$ cat src/rtl/fpc_pkg.sv
package fpc_pkg;

    typedef enum logic [1:0] {
        ST_IDLE   = 2'd0,
        ST_LOOKUP = 2'd1,
        ST_ISSUE  = 2'd2,
        ST_DONE   = 2'd3
    } fpc_state_e;

    typedef struct packed {
        fpc_state_e st;
        logic       flush;
        logic       need_i;
        logic       need_d;
        logic       need_wb;
        logic       l2hit;
    } fpc_ctl_t;

endpackage

$ cat src/rtl/fpc_mreg_match.sv
module fpc_mreg_match #(
    parameter int NUM_MREG = 8,
    parameter int BLK_W    = 20,
    localparam int IDX_W   = (NUM_MREG > 1) ? $clog2(NUM_MREG) : 1
) (
    input  logic                      clk,
    input  logic                      rst_n,
    input  logic [NUM_MREG-1:0]       valid,
    input  logic [NUM_MREG*BLK_W-1:0] blocks,
    input  logic [BLK_W-1:0]          key,
    output logic                      hit,
    output logic [IDX_W-1:0]          idx
);

    logic [NUM_MREG-1:0] eq;

    for (genvar g = 0; g < NUM_MREG; g++) begin : g_cmp
        assign eq[g] = valid[g] && (blocks[g*BLK_W +: BLK_W] == key);
    end

    // lowest matching index wins
    always_comb begin
        idx = '0;
        for (int i = NUM_MREG - 1; i >= 0; i--) begin
            if (eq[i]) idx = IDX_W'(i);
        end
    end

    assign hit = |eq;

    // a reported match always points at a valid register
    a_r2_idx_is_valid: assert property (@(posedge clk) disable iff (!rst_n)
        hit |-> valid[idx]);

endmodule

$ cat src/rtl/fpc_push_sel.sv
module fpc_push_sel (
    input  logic clk,
    input  logic rst_n,
    input  logic active,
    input  logic need_i,
    input  logic need_d,
    input  logic need_wb,
    input  logic iq_full,
    input  logic dq_full,
    input  logic wb_full,
    output logic iq_push,
    output logic dq_push,
    output logic wb_push,
    output logic q_go,
    output logic last
);

    logic q_pend;
    logic q_room;

    always_comb begin
        q_pend  = need_i || need_d;
        q_room  = !(need_i && iq_full) && !(need_d && dq_full);
        q_go    = active && q_pend && q_room;
        iq_push = q_go && need_i;
        dq_push = q_go && need_d;
        wb_push = active && !q_pend && need_wb && !wb_full;
        last    = (q_go && !need_wb) || wb_push;
    end

    // the write-back never shares a cycle with the invalidation pair
    a_r9_wb_after_queues: assert property (@(posedge clk) disable iff (!rst_n)
        wb_push |-> !iq_push && !dq_push);

    // after the pair is pushed, no further invalidation follows
    a_r8_pair_once: assert property (@(posedge clk) disable iff (!rst_n)
        (iq_push || dq_push) |=> !(iq_push || dq_push));

endmodule

$ cat src/rtl/flush_purge_ctrl.sv
module flush_purge_ctrl #(
    parameter int NUM_MREG = 8,
    parameter int BLK_W    = 20,
    localparam int IDX_W   = (NUM_MREG > 1) ? $clog2(NUM_MREG) : 1
) (
    input  logic                      clk,
    input  logic                      rst_n,
    input  logic                      cmd_valid,
    output logic                      cmd_ready,
    input  logic                      cmd_flush,
    input  logic [BLK_W-1:0]          cmd_block,
    input  logic [NUM_MREG-1:0]       mreg_valid,
    input  logic [NUM_MREG*BLK_W-1:0] mreg_block,
    output logic                      mreg_pend_we,
    output logic [IDX_W-1:0]          mreg_pend_idx,
    output logic                      mreg_pend_flush,
    output logic [BLK_W-1:0]          tag_block,
    input  logic                      tag_hit,
    input  logic                      tag_dirty,
    input  logic                      tag_pref,
    output logic                      tag_inval,
    input  logic                      l1d_wb_mode,
    output logic                      iq_push,
    input  logic                      iq_full,
    output logic                      dq_push,
    input  logic                      dq_full,
    output logic                      wb_push,
    input  logic                      wb_full,
    output logic [BLK_W-1:0]          push_block,
    output logic                      done,
    output logic                      done_l2hit,
    output logic                      useless_pref
);

    import fpc_pkg::*;

    fpc_ctl_t         ctl_d, ctl_q;
    logic [BLK_W-1:0] blk_d, blk_q;

    logic             m_hit;
    logic [IDX_W-1:0] m_idx;
    logic             issuing;
    logic             q_go;
    logic             last;

    fpc_mreg_match #(
        .NUM_MREG (NUM_MREG),
        .BLK_W    (BLK_W)
    ) u_match (
        .clk    (clk),
        .rst_n  (rst_n),
        .valid  (mreg_valid),
        .blocks (mreg_block),
        .key    (blk_q),
        .hit    (m_hit),
        .idx    (m_idx)
    );

    assign issuing = (ctl_q.st == ST_ISSUE);

    fpc_push_sel u_push (
        .clk     (clk),
        .rst_n   (rst_n),
        .active  (issuing),
        .need_i  (ctl_q.need_i),
        .need_d  (ctl_q.need_d),
        .need_wb (ctl_q.need_wb),
        .iq_full (iq_full),
        .dq_full (dq_full),
        .wb_full (wb_full),
        .iq_push (iq_push),
        .dq_push (dq_push),
        .wb_push (wb_push),
        .q_go    (q_go),
        .last    (last)
    );

    always_comb begin
        ctl_d        = ctl_q;
        blk_d        = blk_q;
        cmd_ready    = 1'b0;
        mreg_pend_we = 1'b0;
        tag_inval    = 1'b0;
        useless_pref = 1'b0;
        done         = 1'b0;
        unique case (ctl_q.st)
            ST_IDLE: begin
                cmd_ready = 1'b1;
                if (cmd_valid) begin
                    blk_d         = cmd_block;
                    ctl_d.flush   = cmd_flush;
                    ctl_d.need_i  = 1'b0;
                    ctl_d.need_d  = 1'b0;
                    ctl_d.need_wb = 1'b0;
                    ctl_d.l2hit   = 1'b0;
                    ctl_d.st      = ST_LOOKUP;
                end
            end
            ST_LOOKUP: begin
                if (m_hit) begin
                    mreg_pend_we = 1'b1;
                    ctl_d.st     = ST_DONE;
                end else if (tag_hit) begin
                    tag_inval     = 1'b1;
                    useless_pref  = tag_pref;
                    ctl_d.need_i  = 1'b1;
                    ctl_d.need_d  = ctl_q.flush && l1d_wb_mode;
                    ctl_d.need_wb = ctl_q.flush && tag_dirty;
                    ctl_d.l2hit   = 1'b1;
                    ctl_d.st      = ST_ISSUE;
                end else begin
                    ctl_d.st = ST_DONE;
                end
            end
            ST_ISSUE: begin
                if (q_go) begin
                    ctl_d.need_i = 1'b0;
                    ctl_d.need_d = 1'b0;
                end
                if (wb_push) ctl_d.need_wb = 1'b0;
                if (last)    ctl_d.st      = ST_DONE;
            end
            ST_DONE: begin
                done     = 1'b1;
                ctl_d.st = ST_IDLE;
            end
            default: ctl_d.st = ST_IDLE;
        endcase
    end

    always_ff @(posedge clk or negedge rst_n) begin
        if (!rst_n) begin
            ctl_q <= '{st: ST_IDLE, default: 1'b0};
            blk_q <= '0;
        end else begin
            ctl_q <= ctl_d;
            blk_q <= blk_d;
        end
    end

    assign mreg_pend_idx   = m_idx;
    assign mreg_pend_flush = ctl_q.flush;
    assign tag_block       = blk_q;
    assign push_block      = blk_q;
    assign done_l2hit      = done && ctl_q.l2hit;

    // an accepted command leaves the idle state at once
    a_r10_accept_busy: assert property (@(posedge clk) disable iff (!rst_n)
        (cmd_valid && cmd_ready) |=> !cmd_ready);

    // completion is followed by readiness
    a_r11_done_then_ready: assert property (@(posedge clk) disable iff (!rst_n)
        done |=> cmd_ready && !done);

    // a merge never touches the tag array
    a_r2_merge_no_tag: assert property (@(posedge clk) disable iff (!rst_n)
        mreg_pend_we |-> !tag_inval && !useless_pref);

    // the line is invalidated once, never during the issue retries
    a_r8_tag_once: assert property (@(posedge clk) disable iff (!rst_n)
        tag_inval |=> !tag_inval && !cmd_ready);

    // the useless-prefetch count only accompanies an invalidation
    a_r12_pref_with_inval: assert property (@(posedge clk) disable iff (!rst_n)
        useless_pref |-> tag_inval);

    // the pushed block stays fixed while the command is in flight
    a_r9_block_stable: assert property (@(posedge clk) disable iff (!rst_n)
        (iq_push || dq_push || wb_push) |-> $stable(push_block));

endmodule

$ cat config.mk
export PLATFORM = sky130hd
export DESIGN_NAME = flush_purge_ctrl
export DESIGN_NICKNAME = d
export VERILOG_FILES = /design/src/rtl/fpc_pkg.sv /design/src/rtl/fpc_mreg_match.sv /design/src/rtl/fpc_push_sel.sv /design/src/rtl/flush_purge_ctrl.sv
export SDC_FILE = /design/constraint.sdc
export NUM_CORES = 1
export LEC_CHECK = 0
export BUFFER_PORTS_ARGS = -buffer_cell sky130_fd_sc_hd__buf_2
export CAP_MARGIN = 20
export CORE_MARGIN = 5
export CORE_UTILIZATION = 32
export CTS_BUF_LIST = sky130_fd_sc_hd__clkbuf_4
export CTS_CLUSTER_SIZE = 30
export DETAILED_ROUTE_END_ITERATION = 6
export GPL_ROUTABILITY_DRIVEN = 0
export GPL_TIMING_DRIVEN = 0
export PLACE_DENSITY = 0.66
export SLEW_MARGIN = 5
export SYNTH_ARGS = -nofsm -noshare
export SYNTH_HDL_FRONTEND = slang
export SYNTH_SLANG_ARGS = --single-unit
$ cat constraint.sdc
create_clock -name clk -period 3.3 [get_ports clk]
set_input_delay 0.165 -clock clk [delete_from_list [all_inputs] [get_ports clk]]
set_output_delay 0.165 -clock clk [all_outputs]
set_load 0.02 [all_outputs]
==> impl_metrics.tcl, run 1 <==
set metrics [dict create \
    io_buffers 251 \
    post_cts_buffers 0 \
    min_from "cmd_block[6]" \
    tightest_slew_ns 0.685 \
    yosys.area_share.xor_xnor_pct 40.0 \
    p_per_area_nw_per_um2 826 \
    final_cell_mix "buf_2, xnor2_1, xor2_1, buf_4, dfrtp_1" \
    htree_levels 1 \
    post-route-util_pct 47.1 \
    synth_ff_type "dfrtp_1" \
    dp_hpwl_um 12200 \
    slew_violations 0 \
    placed_area_um2 4870 \
    rsz0062_at_grt "false" \
    start_util_pct 33.0 \
    required_ns 3.13 \
    start_kind "flop" \
    setup.worst_path.class "flop to output pin" \
    period_needed_ns 3.12 \
    multi_input_area_um2 2380 \
    seqCellArea_um2 676 \
    areaGrowthSynthToFinish_pct 42.6 \
    worst_ep_arrival_time_ns 2.95 \
    synth_warnings 0 \
    grt_pass1_vias 3965 \
    cp_max_fo 9 \
    nFillCells 1051 \
    post-route-period-util_pct 94.5 \
    syn_nets 580 \
    drt-vias-per-instance 4.83 \
    via_count 3718 \
    max_cap_viol_count 0 \
    clock.fmax_ghz 0.321 \
    grt_start_max_net_pins 28 \
    finalWirelength_um 14800 \
    synth_seq_cells 27 \
    first_pass_iters 5 \
    final_cell_area_um2 4910 \
    status "complete, no violations" \
    fin_cells 769 \
    yosysUniqueCellTypes 42 \
    synth_edf_count 0 \
    cts.sinks 27 \
    drive_gt1_share_pct 51.0 \
    clk_latency_ns 0.34 \
    coreArea_um2 10400 \
    dp_cells 764 \
    cts_tree "built" \
    cp-end-kind "output pin" \
    synth_compound_area_share_pct 4.29 \
    setup_violations 0 \
    p_leak_nw 2.42 \
    hold_buffers 1 \
    routedWlPerCell_um 19.2 \
    setup_tns_ns 0 \
    synthTopCellsByArea "xnor2_1, dfrtp_1, xor2_1, buf_4, mux2_2" \
    final_common_cell "buf_2" \
    synth_top_family_by_area "XOR/XNOR gates" \
    std_cell_rows 37 \
    diodes 0 \
    gr-total-overflow 0 \
    drcViolationCount 0 \
    die-area_um2 12900 \
    max-vdd-ir-drop_uv 751 \
    pin_count 252 \
    dieWidth_um 114 \
    synth_top_area_share_pct 21.4 \
    synth_fa_ha_area_share_pct 1.46 \
    crit_path_start "push_block[0]" \
    antenna_found_initial 0 \
    die_h_um 114 \
    track_usage_pct 21.6 \
    yosysSeqAreaShare_pct 19.6 \
    cts_resized 0 \
    yosys-mux-area-fraction_pct 6.88 \
    finalClockSkew_ns 0.00832 \
    relSlewSlack_pct 54.4 \
    cts_buffer_depth 2 \
    fin_nets 837 \
    cts_root_buffer "clkbuf_4" \
    synth_area_leader_cell "xnor2_1" \
    synthArstFlopShare_pct 100 \
    synthSimpleGateAreaFrac_pct 16.7 \
    avgSynthCellArea_um2 9.12 \
    clk_pin_slew_ns 0.18 \
    cts_buffers 3 \
    r2r-start "push_block[0]" \
    hold_class "input pin to flop" \
    hold_violations 0 \
    drt_iter0_markers 209 \
    grt_pass1_wl_um 21500 \
    final_antenna_net_count 0 \
    netlist_area_um2 3440 \
    netlist_instances 377 \
]
-- cell usage after synthesis (6+ instances only) --
master   instances
xnor2_1         84
xor2_1          73
buf_4           32
dfrtp_1         27
nand4_1         24
nor4_1          23
mux2_2          21
nand2_1         15
inv_1           10
nor2_1           9
buf_6            8
nand3_1          6
-- metrics by stage --
step / hold slack [ns] / power (mW) / worst slack, ns
2_1_floorplan: -0.131 / 2.94 / 0.940
3_3_place_gp: 0.225 / 3.85 / 0.602
3_5_place_dp: 0.246 / 3.90 / 0.552
4_1_cts: 0.0237 / 4.08 / 0.130
5_1_grt: 0.00890 / 4.34 / 0.0485
6_report: 0.0314 / 4.05 / 0.183
-- power breakdown --
| part | internal, mW | switching (mW) |
|---|---|---|
| sequential | 0.490 | 0.154 |
| combinational | 1.44 | 1.81 |
| clock | 0.0464 | 0.117 |
-- routing by layer --
metal	vias up	share of wire, %	GRT usage [%]
li1	1775	-	-
met3	26	10	4.19
met2	223	50	39.4
met5	-	0	0
met1	1694	37	25.6
met4	0	2.1	6.17
-- cell families (layout without fill, tap and decap cells) --
family	count (synthesis)	in the layout
XOR/XNOR	157	157
AND/OR/NAND/NOR	95	95
buffers and inverters	53	309
flip-flops	27	27
multiplexers	21	21
AO/OA/AOI/OAI	20	20
adder cells (fa/ha/maj)	4	4
-- sequential cells by signal (all words and copies together) (netlist names) --
name,flops
ctl_q,6
mreg_pend_flush,1
push_block,20
-- area by class of cell --
type	count	share of cell area, %
Multi-Input combinational cell	297	48.6
Timing Repair Buffer	252	25.8
Sequential cell	27	13.8
Buffer	43	6.96
Tap cell	136	3.47
Inverter	10	0.765
Clock buffer	3	0.459
Clock inverter	1	0.153
-- worst paths after layout --
kind                       slack (ns)  depth (start not counted)       endpoint
hold / removal                   0.03                          2  push_block[6]
setup reg to reg                 0.78                          8       ctl_q[3]
setup / recovery                 0.18                          9   useless_pref
hold reg to reg                  0.56                          2       ctl_q[0]
min in group asynchronous        0.38                          2       ctl_q[2]
max in group asynchronous        2.48                          2  push_block[0]
-- worst max-delay path, stage by stage (launching register included) --
cell	delay [ns]
dfrtp_1	0.45
buf_4	0.22
xor2_1	0.19
nor4_1	0.52
nand4_1	0.26
or2_2	0.39
nand4_4	0.14
nor3_2	0.09
and3_1	0.19
buf_2	0.16
(Power assumes the default switching activity.)
==> run 2: changes to the inputs <==
Settings changed: MAX_ROUTING_LAYER from default to met4.
==> impl_metrics.tcl, run 2 (same netlist as run 1, synthesis figures left out) <==
set metrics [dict create \
    endpoint "useless_pref" \
    std_cell_rows 37 \
    seq_power_share_pct 15.8 \
    worst_ep_arrival_time_ns 2.95 \
    setup_tns_ns 0 \
    clk_pin_slew_ns 0.18 \
    post-route-period-util_pct 94.3 \
    final_cell_area_um2 4910 \
    status "complete, no violations" \
    slew_violations 0 \
    setup.worst_path.class "flop to output pin" \
    relSlewSlack_pct 54.1 \
    routedWlPerCell_um 19.2 \
    drt_iter0_markers 197 \
    ff2ff_setup_slack_ns 0.80 \
    period_needed_ns 3.11 \
    clkPwrFrac_pct 4.1 \
    path_depth 9 \
    power_mw 4.06 \
    rsz0062_at_grt "false" \
    internal_power_mw 1.98 \
    max_cap_viol_count 0 \
    areaGrowthSynthToFinish_pct 42.6 \
    reg2reg_to "ctl_q[3]" \
    track_usage_pct 22.2 \
    cts_buffers 3 \
    crit_path_start "push_block[0]" \
    final_antenna_net_count 0 \
    required_ns 3.13 \
    pin_count 252 \
    cp_top_family "simple AND/OR/NAND/NOR gates" \
    cts_root_buffer "clkbuf_4" \
    finalClockSkew_ns 0.0140 \
    cts.sinks 27 \
    first_pass_iters 5 \
    start_util_pct 33.0 \
    io_buffers 251 \
    fin_nets 837 \
    die-area_um2 12900 \
    final_cell_mix "buf_2, xnor2_1, xor2_1, buf_4, dfrtp_1" \
    via_count 3705 \
    placed_area_um2 4870 \
    htree_levels 1 \
    finalWirelength_um 14800 \
    reg2reg_depth 8 \
    power_switching_share_pct 51.4 \
    coreArea_um2 10400 \
    tightest_slew_ns 0.689 \
    whs_path_depth 2 \
    switchingPower_mw 2.09 \
    cts_buffer_depth 2 \
    dieWidth_um 114 \
    cp-end-kind "output pin" \
    p_leak_nw 2.42 \
    start_kind "flop" \
    clk_latency_ns 0.35 \
    largest_reg_flops 20 \
    comb_power_share_pct 80.1 \
    post-route-util_pct 47.1 \
    critical-path-slowest-cell "nor4_1" \
    max-vdd-ir-drop_uv 756 \
    grt_start_max_net_pins 28 \
    grt_pass1_vias 3972 \
    drcViolationCount 0 \
    r2r-start "push_block[0]" \
    die_h_um 114 \
    critPathBufInv 2 \
    diodes 0 \
    post_cts_buffers 0 \
    antenna_found_initial 0 \
    dp_hpwl_um 12200 \
    drt-vias-per-instance 4.82 \
    clock.fmax_ghz 0.321 \
    final_common_cell "buf_2" \
    nFillCells 1051 \
    cp_max_fo 9 \
    crit_chain "buf_4, xor2_1, nor4_1, nand4_1, or2_2, nand4_4, nor3_2, and3_1, buf_2" \
    setup_violations 0 \
    hold_class "input pin to flop" \
    whs_ns 0.0243 \
    drive_gt1_share_pct 51.0 \
    grt_pass1_wl_um 21500 \
    gr-total-overflow 0 \
    cts_tree "built" \
    cpPeakStageDelay_ns 0.52 \
    hold_violations 0 \
    p_per_area_nw_per_um2 828 \
]
run 2: cell counts in the layout (fill, tap and decap cells not counted):
No cell type changed its count.
run 2: what timing repair did:
item / CTS / global route
hold endpoints to repair: 27 / 0
hold buffers: 1 / 0
gates resized for setup: 0 / 0
run 2: final cells by class:
cell class	instances	area (um2)	share of cell area, %
multi-input combinational	297	2380	48.6
clock inverter	1	7.51	0.153
sequential	27	676	13.8
clock buffer	3	22.5	0.459
buffer	43	342	6.96
inverter	10	37.5	0.765
tap	136	170	3.47
timing repair buffer	252	1270	25.8
run 2: layer usage:
| layer | up-vias | GRT usage (%) | routed length, um | part of all wire [%] |
|---|---|---|---|---|
| met4 | 0 | 6.17 | 278 | 1.9 |
| li1 | 1772 | - | - | - |
| met2 | 223 | 39.3 | 7410 | 50 |
| met3 | 22 | 3.02 | 1260 | 8.5 |
| met5 | - | - | 0 | 0 |
| met1 | 1688 | 26.4 | 5850 | 40 |
run 2: how the worst min path moves through the flow:
stage	slack, ns	endpoint	from
after floorplan	-0.13	ctl_q[0]	rst_n
after global placement	0.22	ctl_q[0]	rst_n
after detailed placement	0.25	ctl_q[2]	rst_n
after CTS	0.02	push_block[6]	cmd_block[6]
after global routing	0.004	push_block[19]	cmd_block[19]
final	0.02	push_block[6]	cmd_block[6]
run 2: per-stage QoR:
stage	cells	setup WS (ns)
finish	769	0.187
global route	769	0.0486
CTS	769	0.130
detailed placement	764	0.552
global placement	764	0.602
floorplan	377	0.940
run 2: power by group through the flow:
stage / registers, mW / clock network (mW) / logic [mW]
after floorplan: 0.785 / 0 / 2.16
after global placement: 0.638 / 0 / 3.21
after detailed placement: 0.653 / 0 / 3.25
after CTS: 0.645 / 0.171 / 3.26
after global routing: 0.671 / 0.186 / 3.49
final: 0.643 / 0.166 / 3.25
